--- src/rtl/rdt_pkg.sv ---
package rdt_pkg;
  typedef enum logic [1:0] {
    EV_NONE    = 2'd0,
    EV_RESTART = 2'd1,
    EV_ADVANCE = 2'd2
  } rdt_event_e;
endpackage

--- src/rtl/rdt_event_arbiter.sv ---
module rdt_event_arbiter
  import rdt_pkg::*;
(
  input  logic       restart_i,
  input  logic       tick_i,
  output rdt_event_e ev_o,
  output logic       restart_o,
  output logic       advance_o
);
  // restart outranks a coincident tick
  function automatic rdt_event_e classify(input logic rs, input logic tk);
    if (rs)      return EV_RESTART;
    else if (tk) return EV_ADVANCE;
    else         return EV_NONE;
  endfunction

  always_comb begin
    ev_o      = classify(restart_i, tick_i);
    restart_o = (ev_o == EV_RESTART);
    advance_o = (ev_o == EV_ADVANCE);
  end
endmodule

--- src/rtl/rdt_delay_clamp.sv ---
module rdt_delay_clamp #(
  parameter int CNT_W = 16
) (
  input  logic [CNT_W-1:0] delay_i,
  output logic [CNT_W-1:0] delay_eff_o
);
  localparam logic [CNT_W-1:0] ONE = CNT_W'(1);

  function automatic logic [CNT_W-1:0] clamp(input logic [CNT_W-1:0] d);
    return (d == '0) ? ONE : d;
  endfunction

  assign delay_eff_o = clamp(delay_i);
endmodule

--- src/rtl/rdt_count_core.sv ---
module rdt_count_core #(
  parameter int CNT_W = 16
) (
  input  logic             clk_i,
  input  logic             rst_ni,
  input  logic             restart_i,
  input  logic             advance_i,
  input  logic [CNT_W-1:0] delay_eff_i,
  output logic [CNT_W-1:0] count_o,
  output logic             armed_o,
  output logic             expire_o
);
  localparam int EXT_W = CNT_W + 1;

  // widened increment so the comparison cannot wrap
  function automatic logic [EXT_W-1:0] bump(input logic [CNT_W-1:0] c);
    return {1'b0, c} + EXT_W'(1);
  endfunction

  function automatic logic hits(input logic [CNT_W-1:0] c, input logic [CNT_W-1:0] d);
    return bump(c) == {1'b0, d};
  endfunction

  logic [CNT_W-1:0] count_q;
  logic             armed_q;

  assign expire_o = armed_q && advance_i && hits(count_q, delay_eff_i);

  always_ff @(posedge clk_i or negedge rst_ni) begin
    if (!rst_ni) begin
      count_q <= '0;
      armed_q <= 1'b0;
    end else if (restart_i) begin
      count_q <= '0;
      armed_q <= 1'b1;
    end else if (expire_o) begin
      count_q <= delay_eff_i;
      armed_q <= 1'b0;
    end else if (advance_i && armed_q) begin
      count_q <= bump(count_q)[CNT_W-1:0];
    end
  end

  assign count_o = count_q;
  assign armed_o = armed_q;
endmodule

--- src/rtl/retrig_delay_timer.sv ---
module retrig_delay_timer
  import rdt_pkg::*;
#(
  parameter int CNT_W = 16
) (
  input  logic             clk_i,
  input  logic             rst_ni,
  input  logic             restart_i,
  input  logic             tick_i,
  input  logic [CNT_W-1:0] delay_i,
  output logic             expire_o
);
  rdt_event_e       ev_w;
  logic             restart_w;
  logic             advance_w;
  logic [CNT_W-1:0] delay_eff_w;
  logic [CNT_W-1:0] count_w;
  logic             armed_w;
  logic             expire_w;

  rdt_event_arbiter u_arb (
    .restart_i (restart_i),
    .tick_i    (tick_i),
    .ev_o      (ev_w),
    .restart_o (restart_w),
    .advance_o (advance_w)
  );

  rdt_delay_clamp #(.CNT_W(CNT_W)) u_clamp (
    .delay_i     (delay_i),
    .delay_eff_o (delay_eff_w)
  );

  rdt_count_core #(.CNT_W(CNT_W)) u_core (
    .clk_i       (clk_i),
    .rst_ni      (rst_ni),
    .restart_i   (restart_w),
    .advance_i   (advance_w),
    .delay_eff_i (delay_eff_w),
    .count_o     (count_w),
    .armed_o     (armed_w),
    .expire_o    (expire_w)
  );

  assign expire_o = expire_w;
endmodule

--- config.mk ---
export PLATFORM = sky130hd
export DESIGN_NAME = retrig_delay_timer
export DESIGN_NICKNAME = d
export VERILOG_FILES = /design/src/rtl/rdt_pkg.sv /design/src/rtl/rdt_event_arbiter.sv /design/src/rtl/rdt_delay_clamp.sv /design/src/rtl/rdt_count_core.sv /design/src/rtl/retrig_delay_timer.sv
export SDC_FILE = /design/constraint.sdc
export NUM_CORES = 1
export LEC_CHECK = 0
export BUFFER_PORTS_ARGS = -buffer_cell sky130_fd_sc_hd__buf_2
export CELL_PAD_IN_SITES_DETAIL_PLACEMENT = 0
export CELL_PAD_IN_SITES_GLOBAL_PLACEMENT = 1
export CORE_AREA = 2 2 68 70
export DETAILED_ROUTE_END_ITERATION = 16
export DIE_AREA = 0 0 70 72
export PLACE_DENSITY = 0.73
export SETUP_SLACK_MARGIN = 0.02
export SYNTH_ARGS = -nofsm -noshare
export SYNTH_HDL_FRONTEND = slang
export SYNTH_SLANG_ARGS = --single-unit
--- constraint.sdc ---
create_clock -name clk_i -period 2.7 [get_ports clk_i]
set_input_delay 0.27 -clock clk_i [delete_from_list [all_inputs] [get_ports clk_i]]
set_output_delay 0.27 -clock clk_i [all_outputs]
set_load 0.03 [all_outputs]
==> run summary <==
Status: completed
Clock slew at reported path FFs: 0.07 ns
Worst Tran Pin Value: 0.4198 ns
DP HPWL: 3308 µm
Fraction of registers with async set or reset after synthesis: 100.0%
Die width: 70 µm
Die H: 72 µm
Post-Syn Nets: 214
Finished Layout Cells: 279
Vias in the first global route: 1516
Via-per-instance ratio: 5.509
Main flop type after synthesis: dfrtp_1
Cell Chain, Critical Path: ha_4 -> xor2_1 -> o2111ai_1 -> o21ai_1 -> or4b_1 -> nor4b_2 -> a21boi_2 -> buf_6
Routed Antenna Nets: 0
Max Clock Freq: 0.3785 GHz
Port buffer count: 20
Critical path peak fanout: 6
Top Ports: 21
Drt wl/cell: 15.48 µm
CTS root buffer: clkbuf_8
Initial antenna violation count: 0
Cell row count: 24
Post-synth EDFFs: 0
Number of buffers created by CTS: 3
Ant. Diodes: 0
Avg Cell Area, Syn: 8.408 µm²
Post-synth cell types: 43
Clock latency on the worst-skew pair: 0.26 ns
Unrepaired setup endpoints after global routing: yes
Hold Vio Cnt, Final: 0
Number of max-cap violations: 0
YS warnings: 0
CP Class: reg2out
Drt initial violations: 59
Via count: 1537
CP max stage cell: or4b_1
Area Growth Syn to Fin: 24.83%
Critical Path Stages: 8
Core region area: 4264 µm²
First-pass GRT wire length: 7251 µm
# nets final: 249
Syn Inst Count: 193
Element type at the critical path start: flop
Finished Cell Area: 2026 µm²
P_leak: 0.7972 nW
Critical path data required time: 2.43 ns
Fillers: 434
Pwr/cell area: 282.3 nW/µm²
Die ar.: 5040 µm²
H-tree depth: 1
Residual DRC: 0
Slew HR: 71.75%
RePlAce Congestion: 0.8371
GRT Util Overall: 17.90%
Clk buf depth: 2
Starting Density: 38.06%
Worst path bufs/invs: 1
Largest net degree at the start of global routing: 28
Placed insts: 269
Hold Path Class: in2reg
CP Capture Type: output port
Max incr delay on CP: 0.49 ns
Area of the mapped netlist: 1623 µm²
Min Clock Period, post-route: 2.642 ns
Max VDD drop: 0.0001934 V
Final Max Tran Viols: 0
Share of post-route cells with drive strength above 1: 30.84%
Clk sinks: 17
Placed cell areas: 1859 µm²
Cell count of the worst reg-to-reg path: 10
Finished Core Util: 47.51%
Tcrit/Tclk final: 97.85%
Hold depth: 3
Grt total ovfl: 0
CP top delay family: simple AND/OR/NAND/NOR gates
Clk_skew: 0.001529 ns
Routed WL: 4320 µm
CTS tree: done
CP arrival: 2.37 ns
TritonRoute pass-1 iters: 4
#FFs+latches synth: 17
Setup TNS: 0 ns
Sequential share of the synthesized area: 26.21%
Setup Viol. Count Final: 0
[logic make-up (layout without fill, tap and decap cells)]
family,after synthesis,count (layout),synth area share (%)
AO/OA/AOI/OAI,26,26,12.03
XOR/XNOR,28,28,15.11
adder cells (fa/ha/maj),1,1,0.7709
buffers and inverters,15,49,4.394
flip-flops,17,17,26.21
multiplexers,2,2,1.234
AND/OR/NAND/NOR,104,104,40.25
[cells in the final DEF (no fill, tap or decap), types with 4 or more instances in the layout]
master,netlist,final
buf_2,5,19
xor2_1,14,14
nand3b_1,5,5
a21oi_1,7,7
nand4_1,8,8
nand4b_1,4,4
dfrtp_1,17,9
nand3_1,12,11
nor2_1,18,18
dfrtp_2,0,8
nand2_1,15,14
or3_1,4,4
nor4_1,6,6
xnor2_1,14,14
buf_4,2,22
[layer usage]
metal / up-vias / wire length [µm] / global-route usage (%)
li1: 772 / - / -
met1: 728 / 2037 / 23.90
met2: 29 / 2050 / 29.74
met3: 8 / 155 / 3.611
met4: 0 / 76 / 4.915
met5: - / 0 / 0
[worst reg2reg max path: stages, from the launching register on]
cell	delay [ns]
dfrtp_1	0.39
ha_4	0.19
nand3_4	0.13
buf_4	0.17
nor4_4	0.33
xnor2_1	0.10
a221o_1	0.36
a2111oi_4	0.37
buf_6	0.19
o21bai_1	0.11
nand3_1	0.09
[synthesized netlist by cell type (2+ instances only)]
cell type,n,area share [%]
nor3_1,5,1.5
dfrtp_1,17,26
o2111ai_1,2,1.1
or3_1,4,1.5
nand3b_1,5,2.3
buf_2,5,1.5
nand4b_1,4,2.2
o21bai_1,3,1.4
buf_4,2,0.92
a221o_1,2,1.2
clkbuf_1,6,1.4
a21oi_1,7,2.2
nor4_1,6,2.3
nor4_4,2,2.6
nand2_1,15,3.5
a211o_1,3,1.6
nor2_1,18,4.2
nor2b_1,3,1.2
xor2_1,14,7.6
nand4_1,8,3.1
nand3_1,12,3.7
nand2b_1,2,0.77
and2_1,3,1.2
nor3b_1,3,1.4
nor4b_1,4,2.2
o21ai_0,6,1.9
mux2i_1,2,1.2
xnor2_1,14,7.6
and3_1,2,0.77
[through the flow]
| stage | total power [mW] | hold slack (ns) | setup slack [ns] |
|---|---|---|---|
| after floorplan | 0.3188 | -0.02559 | 0.07132 |
| after global placement | 0.3669 | 0.2179 | 0.07898 |
| after detailed placement | 0.3666 | 0.2427 | 0.01634 |
| after CTS | 0.5786 | 0.3220 | 0.03214 |
| after global routing | 0.6010 | 0.3380 | -0.06634 |
| final | 0.5719 | 0.3197 | 0.05792 |
[state kept, by name (all words and copies together), names as in the netlist]
signal and flops:
u_core.armed_o 1, u_core.count_o 16
[area by class of cell]
cell class	instances	area (µm²)	share of cell area, %
clock inverters	1	7.507	0.3706
multi-input cells	161	1180	58.25
repair buffers	44	292.8	14.45
flip-flops and latches	17	435.4	21.49
inverters	1	3.754	0.1853
clock buffers	3	41.29	2.038
well taps	52	65.06	3.212
[final timing paths]
kind	start	to	slack, ns
max reg2reg	u_core.count_o[1]$_DFFE_PN0P_	u_core.count_o[3]$_DFFE_PN0P_	0.17
min	delay_i[5]	u_core.count_o[5]$_DFFE_PN0P_	0.32
max in group asynchronous	rst_ni	u_core.count_o[9]$_DFFE_PN0P_	1.92
min in group asynchronous	rst_ni	u_core.count_o[14]$_DFFE_PN0P_	0.46
min reg2reg	u_core.armed_o$_DFFE_PN0P_	u_core.armed_o$_DFFE_PN0P_	0.55
max	u_core.count_o[1]$_DFFE_PN0P_	expire_o	0.06
[report_power, final]
| part | switching, mW | total, mW | leakage [nW] | internal, mW |
|---|---|---|---|---|
| sequential | 0.00380 | 0.262 | 0.217 | 0.258 |
| combinational | 0.0602 | 0.109 | 0.558 | 0.0485 |
| clock | 0.0975 | 0.202 | 0.0217 | 0.104 |
[timing repair]
item | 4_1_cts | 5_1_grt
pin swaps | 2 | 2
setup endpoints to repair | 1 | 1
resized for setup | 16 | 7
setup buffers | 0 | 5
endpoints found under the hold margin | 17 | 0
hold buffers | 1 | 0
(Power assumes the default switching activity.)
